<file path="src/rtl/isf_alloc_pkg.sv">
package isf_alloc_pkg;
  localparam int unsigned DEF_REQS = 4;
  localparam int unsigned DEF_RSCS = 3;

  // one-hot rotate left by one: the position just past a one-hot winner
  function automatic logic [31:0] rotl1(input logic [31:0] v, input int unsigned w);
    logic [31:0] r;
    r = '0;
    for (int unsigned b = 0; b < w; b++) begin
      r[(b + 1) % w] = v[b];
    end
    return r;
  endfunction
endpackage

</file>
<file path="src/rtl/rot_arbiter.sv">
module rot_arbiter #(
  parameter int unsigned W = 4
) (
  input  logic         clk,
  input  logic         rst,
  input  logic [W-1:0] req,
  input  logic         upd,
  output logic [W-1:0] gnt
);
  import isf_alloc_pkg::*;

  logic [W-1:0] ptr_q;
  logic [31:0]  nxt_wide;

  // carry chain walked twice so low indices wrap after the highest
  always_comb begin
    logic carry;
    logic c_in;
    carry = 1'b0;
    gnt   = '0;
    for (int k = 0; k < 2 * W; k++) begin
      c_in = carry | ((k < W) ? ptr_q[k % W] : 1'b0);
      if (req[k % W] && c_in) gnt[k % W] = 1'b1;
      carry = c_in & ~req[k % W];
    end
  end

  always_comb nxt_wide = rotl1(32'(gnt), W);

  always_ff @(posedge clk) begin
    if (rst) begin
      ptr_q <= W'(1);
    end else if (upd && (|gnt)) begin
      ptr_q <= nxt_wide[W-1:0];
    end
  end

  p_gnt_in_req_r1: assert property (@(posedge clk) disable iff (rst)
    (gnt & ~req) == '0);
  p_gnt_single_r2: assert property (@(posedge clk) disable iff (rst)
    $onehot0(gnt));
  p_work_cons_r10: assert property (@(posedge clk) disable iff (rst)
    (|req) |-> (|gnt));
  p_ptr_hold_r7: assert property (@(posedge clk) disable iff (rst)
    (!upd) |=> $stable(ptr_q));
  p_ptr_onehot_r6: assert property (@(posedge clk) disable iff (rst)
    $onehot(ptr_q));
endmodule

</file>
<file path="src/rtl/isf_in_stage.sv">
module isf_in_stage #(
  parameter int unsigned N = 4,
  parameter int unsigned M = 3
) (
  input  logic           clk,
  input  logic           rst,
  input  logic [N*M-1:0] req,
  input  logic [N-1:0]   won,
  output logic [N*M-1:0] sel
);
  for (genvar i = 0; i < N; i++) begin : g_row
    rot_arbiter #(.W(M)) u_arb (
      .clk (clk),
      .rst (rst),
      .req (req[i*M +: M]),
      .upd (won[i]),
      .gnt (sel[i*M +: M])
    );
  end
endmodule

</file>
<file path="src/rtl/isf_out_stage.sv">
module isf_out_stage #(
  parameter int unsigned N = 4,
  parameter int unsigned M = 3
) (
  input  logic           clk,
  input  logic           rst,
  input  logic [N*M-1:0] sel,
  output logic [N*M-1:0] gnt
);
  for (genvar j = 0; j < M; j++) begin : g_col
    logic [N-1:0] col_req;
    logic [N-1:0] col_gnt;
    for (genvar i = 0; i < N; i++) begin : g_bit
      assign col_req[i]     = sel[i*M + j];
      assign gnt[i*M + j]   = col_gnt[i];
    end
    rot_arbiter #(.W(N)) u_arb (
      .clk (clk),
      .rst (rst),
      .req (col_req),
      .upd (|col_gnt),
      .gnt (col_gnt)
    );
  end
endmodule

</file>
<file path="src/rtl/isf_alloc.sv">
module isf_alloc #(
  parameter int unsigned N = isf_alloc_pkg::DEF_REQS,
  parameter int unsigned M = isf_alloc_pkg::DEF_RSCS
) (
  input  logic           clk,
  input  logic           rst,
  input  logic [N*M-1:0] req,
  output logic [N*M-1:0] gnt
);
  localparam int unsigned CELLS = N * M;

  logic [CELLS-1:0] sel;
  logic [N-1:0]     row_won;

  isf_in_stage #(.N(N), .M(M)) u_in (
    .clk (clk),
    .rst (rst),
    .req (req),
    .won (row_won),
    .sel (sel)
  );

  isf_out_stage #(.N(N), .M(M)) u_out (
    .clk (clk),
    .rst (rst),
    .sel (sel),
    .gnt (gnt)
  );

  for (genvar i = 0; i < N; i++) begin : g_won
    assign row_won[i] = |gnt[i*M +: M];
    p_row_one_r2: assert property (@(posedge clk) disable iff (rst)
      $onehot0(gnt[i*M +: M]));
    p_row_served_r10: assert property (@(posedge clk) disable iff (rst)
      (|req[i*M +: M]) |-> (|sel[i*M +: M]));
  end

  for (genvar j = 0; j < M; j++) begin : g_colchk
    logic [N-1:0] gcol;
    for (genvar i = 0; i < N; i++) begin : g_b
      assign gcol[i] = gnt[i*M + j];
    end
    p_col_one_r3: assert property (@(posedge clk) disable iff (rst)
      $onehot0(gcol));
  end

  p_grant_req_r1: assert property (@(posedge clk) disable iff (rst)
    (gnt & ~req) == '0);
  p_zero_in_r7: assert property (@(posedge clk) disable iff (rst)
    (req == '0) |-> (gnt == '0));
endmodule

</file>
<file path="config.mk">
export PLATFORM = sky130hd
export DESIGN_NAME = isf_alloc
export DESIGN_NICKNAME = d
export VERILOG_FILES = /design/src/rtl/isf_alloc_pkg.sv /design/src/rtl/rot_arbiter.sv /design/src/rtl/isf_in_stage.sv /design/src/rtl/isf_out_stage.sv /design/src/rtl/isf_alloc.sv
export SDC_FILE = /design/constraint.sdc
export NUM_CORES = 1
export LEC_CHECK = 0
export BUFFER_PORTS_ARGS = -buffer_cell sky130_fd_sc_hd__buf_2
export CELL_PAD_IN_SITES_DETAIL_PLACEMENT = 0
export CELL_PAD_IN_SITES_GLOBAL_PLACEMENT = 1
export CORE_MARGIN = 2
export CORE_UTILIZATION = 38
export CTS_CLUSTER_DIAMETER = 30
export DETAILED_ROUTE_END_ITERATION = 12
export GPL_TIMING_DRIVEN = 1
export HOLD_SLACK_MARGIN = 0.03
export PLACE_DENSITY = 0.83
export SYNTH_ARGS = -nofsm -noshare
export SYNTH_HDL_FRONTEND = slang
export SYNTH_HIERARCHICAL = 1
export SYNTH_SLANG_ARGS = --single-unit
export TNS_END_PERCENT = 100
</file>
<file path="constraint.sdc">
create_clock -name clk -period 2.14 [get_ports clk]
set_input_delay 0.428 -clock clk [delete_from_list [all_inputs] [get_ports clk]]
set_output_delay 0.428 -clock clk [all_outputs]
set_load 0.005 [all_outputs]
</file>
==> flow_summary.ini <==
[outcome]
status = complete, but fails checks
violations = setup timing

[drt]
wl_per_cell_um = 19.8
wl_um = 8120
via_count = 2495
antenna_left = 0
dr.pass1.iters = 4
drtIter0Drc = 151
post-route-drc-count = 0
vias_per_cell = 6.07

[power_and_ir_drop]
p_leak_nw = 1.48
vdd_drop_max_mv = 0.684
p_per_area_nw_per_um2 = 1300

[critical_path]
crit_family = simple AND/OR/NAND/NOR gates
cp.required_ns = 2.31
path_buf_inv = 1
worstReg2RegEnd = u_out/g_col[2].u_arb/ptr_q[1]
arrival_ns = 2.74
endpoint_kind = register
slowest_stage = or4_4
max_stage_delay_ns = 0.48
crit_fanout = 6
critical_path_class = register to register
cp.depth = 10
path_cells = nor2b_1 > o311a_4 > nand2b_1 > o31ai_2 > o21a_1 > buf_4 > or4_4 > mux2i_1 > o41ai_1 > o311a_1
rrSetupSlack_ns = -0.43
cp-start-kind = register
r2r_start = u_in/g_row[3].u_arb/ptr_q[0]
worstRegToRegCells = 10

[sta]
slew_violations = 0
setup_tns_ns = -7.33
worst_pin_slew_ns = 0.548
min_period_ns = 2.57
slew_headroom_pct = 63.4
setup_viol = 36
finalCritPeriodShare_pct = 120
max_freq_ghz = 0.389
hold_viol = 0
rsz0062_at_grt = yes
setup_slack_ns = -0.433
fin_skew_ns = 0.00554

[worst_hold_path]
worstHoldStart = req[9]
hold_path_class = input pin to register
hold_end = u_in/g_row[3].u_arb/ptr_q[1]
hold_depth = 3

[clocking]
root_buffer = clkbuf_8
path_clk_slew_ns = 0.10
clock_path_buffers = 2
h-tree-depth = 1
clkSinkCount = 24
cts_buffers = 3
clock_latency_ns = 0.27
cts_tree = yes
ctsHoldBuffers = 0

[final_layout]
drive_gt1_share_pct = 72.3
areaGrowthSynthToFinish_pct = 94.4
final_nets = 373
layout.cells.non_filler = 411
antenna_cells = 0

[place]
portBuffers = 25
dp.cells = 365
dp_slack_ns = -0.430
dp_hpwl_um = 3970
place_congestion = 0.897

[synth]
synth_top_family_by_area = compound AO/OA/AOI/OAI gates
avgSynthCellArea_um2 = 7.96
syn_nets = 243
yosys.area_share.adder_pct = 0
synth_cell_types = 30
ys_warn_count = 6
ys_seq_elements = 24
seq_area_frac_synth_pct = 26.4
muxShareOfSynthArea_pct = 1.65
synthSimpleGateAreaFrac_pct = 26.9
netlist_area_um2 = 1820
synth-xor-area-share_pct = 0
synth_compound_area_share_pct = 38.3
syn_inst = 229

[global_routing]
grt_pass1_vias = 2274
gr-total-overflow = 0
grt_pass1_wl_um = 10600
antenna_found_initial = 0
track_usage_pct = 25.1
grt_max_degree = 22

[die]
num_rows = 25
die_area_um2 = 5360
die_w_um = 73.2
top_level_ports = 26
core_area_um2 = 4660
initial_utilization_pct = 39.1
die_h_um = 73.2

[flow_run]
drv_cap = 0
power by group:
group	internal, mW	switching [mW]	total, mW	leakage [nW]
Combinational	1.91	1.53	3.45	1.26
Clock	0.126	0.162	0.288	0.0216
Sequential	0.615	0.246	0.861	0.201
Total	2.66	1.94	4.60	1.48
state kept, by name, indices dropped and copies added (netlist names):
signal and count:
u_in/g_row.u_arb/ptr_q 12, u_out/g_col.u_arb/ptr_q 12
per-layer routing:
layer | vias up | share of wire [%] | track usage (%)
met2 | 92 | 52 | 43.6
li1 | 1144 | - | -
met5 | - | 0 | 0
met4 | 0 | 4.8 | 10.9
met1 | 1228 | 40 | 31.3
met3 | 31 | 3.8 | 2.21
placed cells by master (no fill, tap or decap), drive strengths merged:
| cell type | netlist | layout |
|---|---|---|
| o31ai | 12 | 12 |
| or3 | 4 | 4 |
| or4 | 3 | 3 |
| o21a | 3 | 3 |
| nand2b | 17 | 17 |
| dfxtp | 24 | 24 |
| a31oi | 3 | 3 |
| nor2 | 12 | 12 |
| a221o | 4 | 4 |
| a311oi | 3 | 3 |
| or2b | 4 | 4 |
| o311a | 7 | 7 |
| or2 | 8 | 8 |
| nor2b | 15 | 15 |
| o211a | 8 | 8 |
| inv | 12 | 12 |
| nand2 | 17 | 17 |
| o2111ai | 8 | 8 |
| o41ai | 3 | 3 |
| a21oi | 17 | 17 |
| a21boi | 3 | 3 |
| a32o | 3 | 3 |
| mux2i | 3 | 3 |
| nand3 | 6 | 6 |
| clkbuf | 0 | 3 |
| o21ai | 21 | 21 |
| buf | 9 | 134 |
layout make-up:
cell class | instances | area [um2]
well taps | 54 | 67.6
repair buffers | 134 | 1120
flip-flops and latches | 24 | 505
clock buffers | 3 | 41.3
inverters | 12 | 50.0
multi-input cells | 184 | 1760
fillers | 283 | 1120
cell usage after synthesis:
cell type	n	area (um2)
a21oi_2	3	26.3
o2111ai_1	8	70.1
or3_1	4	25.0
nand2_1	17	63.8
a31oi_1	3	18.8
a221o_1	4	40.0
a32o_1	3	30.0
o211a_1	8	80.1
nor2_1	12	45.0
o41ai_1	3	26.3
o311a_1	7	70.1
buf_4	6	45.0
o31ai_1	12	90.1
o21ai_0	15	75.1
or2_2	8	50.1
mux2i_1	3	30.0
inv_1	12	45.0
a21boi_0	3	22.5
nand2b_4	3	41.3
nand2b_1	14	87.6
a311oi_1	3	26.3
o21a_1	3	22.5
nor2b_1	15	93.8
or4_1	3	22.5
o21ai_1	6	30.0
buf_6	3	33.8
dfxtp_1	24	480
or2b_1	4	30.0
nand3_1	6	30.0
a21oi_1	14	70.1
tightest hold or removal path: stages:
cell and delay [ns]:
buf_2 0.13, o2111ai_1 0.09, a21oi_2 0.06
repair_timing:
action,in CTS,in global routing
pin swaps,48,47
buffers inserted,33,10
endpoints found under the hold margin,0,0
gates resized for setup,103,72
endpoints found under the setup margin,36,36
how the worst max path moves through the flow:
stage          slack [ns]                       endpoint                    startpoint
4_1_cts             -0.20                         gnt[6]  u_in/g_row[0].u_arb/ptr_q[2]
5_1_grt             -0.44  u_out/g_col[2].u_arb/ptr_q[1]  u_in/g_row[3].u_arb/ptr_q[0]
3_3_place_gp        -0.41  u_out/g_col[0].u_arb/ptr_q[1]                        req[4]
6_report            -0.43  u_out/g_col[2].u_arb/ptr_q[1]  u_in/g_row[3].u_arb/ptr_q[0]
2_1_floorplan       -0.20  u_out/g_col[2].u_arb/ptr_q[1]                        req[0]
3_5_place_dp        -0.43  u_out/g_col[1].u_arb/ptr_q[1]                        req[0]
metrics by stage:
step           power [mW]  hold WS [ns]  instance area, um2  util, %
3_5_place_dp         2.70         0.468                2470     53.0
3_3_place_gp         2.68         0.467                2470     53.0
6_report             4.60         0.474                3540     76.0
5_1_grt              4.78         0.488                3540     76.0
2_1_floorplan        1.98         0.450                1870        -
4_1_cts              3.87         0.457                3180     68.3
logic make-up after synthesis:
group,Yosys count
and+or+nand+nor,86
muxes,3
AOI/OAI and AO/OA,95
buffers and inverters,21
DFF,24
Note: power is estimated with default switching activity, not from simulation.
